`src/rtl/match_timer_pkg.sv`:
```
// Package: shared register addresses, field positions and mode codes
// for the prescaled match counter timer.
package match_timer_pkg;
    localparam int ADDR_CTRL     = 0;
    localparam int ADDR_PRESCALE = 1;
    localparam int ADDR_COUNT    = 2;
    localparam int ADDR_MCTL     = 3;
    localparam int ADDR_FLAGS    = 4;
    localparam int ADDR_MATCH0   = 8;

    localparam int CTRL_RUN_BIT  = 0;
    localparam int CTRL_MODE_LSB = 4;
    localparam int MCTL_STRIDE   = 3;

    typedef enum logic [1:0] {
        MODE_TIMER = 2'd0,
        MODE_RSV1  = 2'd1,
        MODE_RSV2  = 2'd2,
        MODE_RSV3  = 2'd3
    } count_mode_e;
endpackage

```
`src/rtl/mt_prescaler.sv`:
```
// Prescaler: counts peripheral clocks while enabled and pulses tick
// once every (limit + 1) clocks. Assumes restart is asserted whenever the
// limit changes, so the phase never sits above the limit.
module mt_prescaler #(
    parameter int WIDTH = 32
) (
    input  logic             clk,
    input  logic             rst_n,
    input  logic             enable,
    input  logic [WIDTH-1:0] limit,
    input  logic             restart,
    output logic             tick
);
    logic [WIDTH-1:0] phase_q;

    assign tick = enable && (phase_q == limit);

    // Advance the phase, wrap it on tick, zero it on restart.
    always_ff @(posedge clk) begin
        if (!rst_n) begin
            phase_q <= '0;
        end else if (restart) begin
            phase_q <= '0;
        end else if (enable) begin
            if (tick) begin
                phase_q <= '0;
            end else begin
                phase_q <= phase_q + 1'b1;
            end
        end
    end
endmodule

```
`src/rtl/mt_counter.sv`:
```
// Timer counter: loads from software, otherwise steps by one on advance.
// Wraps naturally at its full width. Also provides the value it will hold
// after the next step so the channels can detect the equality event.
module mt_counter #(
    parameter int WIDTH = 32
) (
    input  logic             clk,
    input  logic             rst_n,
    input  logic             load,
    input  logic [WIDTH-1:0] load_val,
    input  logic             advance,
    output logic [WIDTH-1:0] count,
    output logic [WIDTH-1:0] next_count
);
    assign next_count = count + 1'b1;

    // Hold, load or step the counter.
    always_ff @(posedge clk) begin
        if (!rst_n) begin
            count <= '0;
        end else if (load) begin
            count <= load_val;
        end else if (advance) begin
            count <= next_count;
        end
    end
endmodule

```
`src/rtl/mt_match_channel.sv`:
```
// Match channel: holds one compare value and a sticky pending flag.
// The flag is set on the step where the counter becomes equal to the
// compare value (when enabled) and cleared by a write-one request.
// A set in the same cycle as a clear wins.
module mt_match_channel #(
    parameter int WIDTH = 32
) (
    input  logic             clk,
    input  logic             rst_n,
    input  logic             wr_match,
    input  logic [WIDTH-1:0] wdata,
    input  logic             step,
    input  logic [WIDTH-1:0] next_count,
    input  logic             enable,
    input  logic             clear,
    output logic [WIDTH-1:0] match_val,
    output logic             flag
);
    logic hit;

    assign hit = step && enable && (next_count == match_val);

    // Store the compare value written by software.
    always_ff @(posedge clk) begin
        if (!rst_n) begin
            match_val <= '0;
        end else if (wr_match) begin
            match_val <= wdata;
        end
    end

    // Set the flag on a match event, clear it on a write-one.
    always_ff @(posedge clk) begin
        if (!rst_n) begin
            flag <= 1'b0;
        end else if (hit) begin
            flag <= 1'b1;
        end else if (clear) begin
            flag <= 1'b0;
        end
    end
endmodule

```
`src/rtl/match_timer.sv`:
```
// Top: prescaled match counter timer with a synchronous register port.
// Decodes writes, holds control/prescale/enable registers, builds the
// read mux and the combined interrupt. Assumes 3*CHANNELS <= DATA_W and
// that all compare addresses fit in ADDR_W.
module match_timer #(
    parameter int DATA_W   = 32,
    parameter int CHANNELS = 4,
    parameter int ADDR_W   = 4
) (
    input  logic              clk,
    input  logic              rst_n,
    input  logic              reg_we,
    input  logic [ADDR_W-1:0] reg_addr,
    input  logic [DATA_W-1:0] reg_wdata,
    output logic [DATA_W-1:0] reg_rdata,
    output logic              irq
);
    import match_timer_pkg::*;

    localparam int MATCH_LAST = ADDR_MATCH0 + CHANNELS - 1;

    logic                run_q;
    count_mode_e         mode_q;
    logic [DATA_W-1:0]   prescale_q;
    logic [CHANNELS-1:0] ien_q;
    logic [CHANNELS-1:0] flags_q;
    logic [DATA_W-1:0]   match_q [CHANNELS];
    logic [DATA_W-1:0]   count_q;
    logic [DATA_W-1:0]   next_count;
    logic                tick;
    logic                wr_ctrl, wr_psc, wr_count, wr_mctl, wr_flags;
    logic                count_en;
    logic                step;

    assign wr_ctrl  = reg_we && (reg_addr == ADDR_W'(ADDR_CTRL));
    assign wr_psc   = reg_we && (reg_addr == ADDR_W'(ADDR_PRESCALE));
    assign wr_count = reg_we && (reg_addr == ADDR_W'(ADDR_COUNT));
    assign wr_mctl  = reg_we && (reg_addr == ADDR_W'(ADDR_MCTL));
    assign wr_flags = reg_we && (reg_addr == ADDR_W'(ADDR_FLAGS));

    assign count_en = run_q && (mode_q == MODE_TIMER);
    assign step     = tick && !wr_count;

    // Control register: run bit and count mode field.
    always_ff @(posedge clk) begin
        if (!rst_n) begin
            run_q  <= 1'b0;
            mode_q <= MODE_TIMER;
        end else if (wr_ctrl) begin
            run_q  <= reg_wdata[CTRL_RUN_BIT];
            mode_q <= count_mode_e'(reg_wdata[CTRL_MODE_LSB +: 2]);
        end
    end

    // Prescale divisor register.
    always_ff @(posedge clk) begin
        if (!rst_n) begin
            prescale_q <= '0;
        end else if (wr_psc) begin
            prescale_q <= reg_wdata;
        end
    end

    // Match control: keep only the per-channel enable bits.
    always_ff @(posedge clk) begin
        if (!rst_n) begin
            ien_q <= '0;
        end else if (wr_mctl) begin
            for (int n = 0; n < CHANNELS; n++) begin
                ien_q[n] <= reg_wdata[MCTL_STRIDE*n];
            end
        end
    end

    mt_prescaler #(.WIDTH(DATA_W)) u_psc (
        .clk     (clk),
        .rst_n   (rst_n),
        .enable  (count_en),
        .limit   (prescale_q),
        .restart (wr_psc || wr_count),
        .tick    (tick)
    );

    mt_counter #(.WIDTH(DATA_W)) u_cnt (
        .clk        (clk),
        .rst_n      (rst_n),
        .load       (wr_count),
        .load_val   (reg_wdata),
        .advance    (tick),
        .count      (count_q),
        .next_count (next_count)
    );

    for (genvar g = 0; g < CHANNELS; g++) begin : g_chan
        mt_match_channel #(.WIDTH(DATA_W)) u_chan (
            .clk        (clk),
            .rst_n      (rst_n),
            .wr_match   (reg_we && (reg_addr == ADDR_W'(ADDR_MATCH0 + g))),
            .wdata      (reg_wdata),
            .step       (step),
            .next_count (next_count),
            .enable     (ien_q[g]),
            .clear      (wr_flags && reg_wdata[g]),
            .match_val  (match_q[g]),
            .flag       (flags_q[g])
        );
    end

    // Read mux over all mapped registers.
    always_comb begin
        reg_rdata = '0;
        if (reg_addr == ADDR_W'(ADDR_CTRL)) begin
            reg_rdata[CTRL_RUN_BIT]       = run_q;
            reg_rdata[CTRL_MODE_LSB +: 2] = mode_q;
        end else if (reg_addr == ADDR_W'(ADDR_PRESCALE)) begin
            reg_rdata = prescale_q;
        end else if (reg_addr == ADDR_W'(ADDR_COUNT)) begin
            reg_rdata = count_q;
        end else if (reg_addr == ADDR_W'(ADDR_MCTL)) begin
            for (int n = 0; n < CHANNELS; n++) begin
                reg_rdata[MCTL_STRIDE*n] = ien_q[n];
            end
        end else if (reg_addr == ADDR_W'(ADDR_FLAGS)) begin
            reg_rdata[CHANNELS-1:0] = flags_q;
        end else begin
            for (int n = 0; n < CHANNELS; n++) begin
                if (reg_addr == ADDR_W'(ADDR_MATCH0 + n)) begin
                    reg_rdata = match_q[n];
                end
            end
        end
    end

    // Combined interrupt from enabled pending flags.
    assign irq = |(flags_q & ien_q);

    logic unused_ok;
    assign unused_ok = (MATCH_LAST > 0);
endmodule

```
`config.mk`:
```
export PLATFORM = sky130hd
export DESIGN_NAME = match_timer
export DESIGN_NICKNAME = d
export VERILOG_FILES = /design/src/rtl/match_timer_pkg.sv /design/src/rtl/mt_prescaler.sv /design/src/rtl/mt_counter.sv /design/src/rtl/mt_match_channel.sv /design/src/rtl/match_timer.sv
export SDC_FILE = /design/constraint.sdc
export NUM_CORES = 1
export LEC_CHECK = 0
export ABC_AREA = 0
export BUFFER_PORTS_ARGS = -buffer_cell sky130_fd_sc_hd__clkbuf_2
export CORE_MARGIN = 2
export CORE_UTILIZATION = 60
export CTS_CLUSTER_DIAMETER = 150
export DETAILED_ROUTE_END_ITERATION = 10
export HOLD_SLACK_MARGIN = 0.12
export PLACE_DENSITY = 0.9
export SYNTH_ARGS = -nofsm -noshare
export SYNTH_HDL_FRONTEND = slang
export SYNTH_HIERARCHICAL = 1
export SYNTH_SLANG_ARGS = --single-unit
```
`constraint.sdc`:
```
create_clock -name clk -period 3.6 [get_ports clk]
set_clock_uncertainty 0.15 [all_clocks]
set_input_delay 0.18 -clock clk [delete_from_list [all_inputs] [get_ports clk]]
set_output_delay 0.18 -clock clk [all_outputs]
set_load 0.02 [all_outputs]
```
==> reports/qor.csv <==
metric,value,unit
hold-fix buffers at CTS,36,
ratio of cells with drive above 1 in the final layout,12.7,%
"Max stage delay cell, worst path",nor3b_1,
Synth Instances,1511,
Final min period,3.42,ns
Worst-Margin Slew,1.32,ns
Synth area leaders,"dfxtp_1 (34%), mux2i_1 (10%), xnor2_1 (9.9%), nor2b_1 (6.3%), xor2_1 (4.8%)",
gr ovfl total,0,
Worst Path Required,3.92,ns
"Largest stage delay, worst path",0.71,ns
Leak,5.59,nW
Post-synth EDFFs,0,
number of vias per cell,6.52,
crit-path max FO,4,
Max-Cap Viols,0,
gr usage total,37.0,%
Num CTS Buffers,26,
critical path's top delay family,simple AND/OR/NAND/NOR gates,
die height,156,um
top-area cell type share of the netlist area,34.0,%
Ports,72,
Ys Warns,6,
final setup vio count,0,
Worst path most repeated cell,nand3_1,
Die Footprint,0.0243,mm^2
Starting Density,61.2,%
Fill cells,1712,
pwr dens,375,mW/mm^2
vias in the first global route,11800,
Setup crit end kind,flop,
Synth Flop Type,dfxtp_1,
Skew-Pair Late Insertion Delay,0.55,ns
diodes inserted,0,
RSZ-0062 raised after global routing,no,
slew margin rel.,11.8,%
fin nets,1618,
post-synth net total,1552,
crit start category,flop,
CP arrival,3.74,ns
Cells after DPL,1798,
Routed WL,45200,um
ANT nets after route,0,
outcome,completed,
antenna violations before repair,0,
H-tree lvl count,1,
Setup TNS,0,ns
register bit count reported by yosys,235,
die span in x,156,um
Detailed Place HPWL,31800,um
Placer Congestion,1.02,
Clock Sinks,235,
"Cell Count, Final, Fillers Out",1877,
Mapped Area,0.0139,mm^2
vias after detailed routing,12200,
Layout area overhead,12.5,%
worst vdd ir,0.352,mV
cell taking the most area after synthesis,dfxtp_1,
Final Cycle Share,95.0,%
top-count cell post-synth,dfxtp_1,
CP bufs+invs,0,
drt pass-1 iters,8,
largest net degree at the start of global routing,154,
fmax,0.292,GHz
"Reg clk slew, reported paths",0.06,ns
worst hold path class,in -> reg,
type of the worst setup path,reg -> reg,
post-synthesis async set-or-reset flop share,0,%
CP Cell Sequence,nor3b_1 > nand3_1 > nor3_2 > nor2b_1 > nand4_1 > nor4_1 > nand3_1 > nand2_1,
Max Buffers Root-to-Sink,3,
post_cts resized,0,
drc violations,0,
post-CTS setup repair buffer count,0,
TritonCTS clock tree,built,
DRT iter0 DRCs,1723,
"Slew Viols, Final",0,
first-pass GRT wire length,69300,um
"Avg Cell Area, Syn",9.17,um^2
WHS,0.234,ns
row count,55,
register area share after synthesis,34.0,%
Synth top cells by count,"dfxtp_1 (235), xnor2_1 (157), mux2i_1 (141), nor2b_1 (139), nand2_1 (119)",
detailed-route wire length per cell,24.1,um
post-synthesis cell type count,70,
Root Buffer Master,clkbuf_16,
PortBufs,71,
area of the core,0.0226,mm^2
Fin. Hold Viols,0,
[final cells by class]
cell class | count | area [um^2] | area share (%)
clock inverter | 4 | 45.0 | 0.289
tap | 285 | 357 | 2.29
multi-input combinational | 1132 | 8520 | 54.7
timing repair buffer | 143 | 1040 | 6.66
sequential | 235 | 4700 | 30.2
clock buffer | 39 | 771 | 4.95
inverter | 39 | 146 | 0.939
[registers in the layout, summed over array words and instances, names as in the netlist]
| name | flops |
|---|---|
| g_chan.u_chan/flag | 4 |
| u_cnt/count | 32 |
| prescale_q | 32 |
| run_q | 1 |
| u_psc/phase_q | 32 |
| mode_q | 2 |
| g_chan.u_chan/match_val | 128 |
| ien_q | 4 |
[kinds of logic after synthesis]
group | after synthesis | share of synthesized area [%]
flip-flops | 235 | 34.0
adder cells (fa/ha/maj) | 2 | 0.181
AO/OA/AOI/OAI | 172 | 8.76
XOR/XNOR | 233 | 14.7
multiplexers | 171 | 15.0
AND/OR/NAND/NOR | 554 | 22.4
buffers and inverters | 144 | 4.97
[worst reg2reg max path: cells and delay by family, from the launching register on]
family        cells  cell delay (ns)
flops             1             0.35
simple gates      8             2.84
[per-layer routing]
layer	global-route usage (%)	share of wire, %	vias to the layer above
met3	7.50	11	189
met4	19.2	6.0	0
li1	-	-	5443
met5	0	0	-
met2	58.8	44	771
met1	47.8	39	5844
[power breakdown]
| part | internal [mW] | switching [mW] | leakage [nW] |
|---|---|---|---|
| Combinational | 0.226 | 0.332 | 3.29 |
| Sequential | 2.64 | 0.0495 | 1.90 |
| Clock | 1.53 | 1.08 | 0.403 |
[per-stage QoR]
stage | instance area [um^2] | total power, mW | utilization [%] | worst slack, ns
2_1_floorplan | 13900 | 3.05 | - | 1.08
3_3_place_gp | 14400 | 3.24 | 63.6 | 0.446
3_5_place_dp | 14400 | 3.25 | 63.6 | 0.413
4_1_cts | 15600 | 5.84 | 68.8 | 0.371
5_1_grt | 15600 | 5.99 | 68.8 | 0.109
6_report | 15600 | 5.85 | 68.8 | 0.181
[final timing paths]
path,from,endpoint,slack [ns],cells past startpoint
hold / removal,reg_addr[1],g_chan[2].u_chan/match_val[16],0.23,5
setup reg to reg,mode_q[0],g_chan[2].u_chan/flag,0.18,8
hold reg to reg,prescale_q[4],prescale_q[4],0.37,2
setup / recovery,mode_q[0],g_chan[2].u_chan/flag,0.18,8
[placed cells by master (no fill, tap or decap), types with 13 or more instances in the layout]
master         netlist  routed
a21boi_0            32      32
a21oi_1             25      25
a222oi_1            24      24
and3_1              23      23
and4_1              14      14
buf_4               20      33
clkbuf_16            0      27
clkbuf_2             1      69
dfxtp_1            235     235
dlygate4sd3_1        0      36
inv_1               38      38
mux2i_1            141     141
mux4_2              29      29
nand2_1            119     119
nand3_1             43      43
nand4_1             65      65
nor2_1              59      55
nor2b_1            139     138
nor3_1              16      13
nor4_1              25      25
o21ai_0             40      40
xnor2_1            157     157
xor2_1              76      76
No activity file was read; power rests on OpenSTA's default activity.
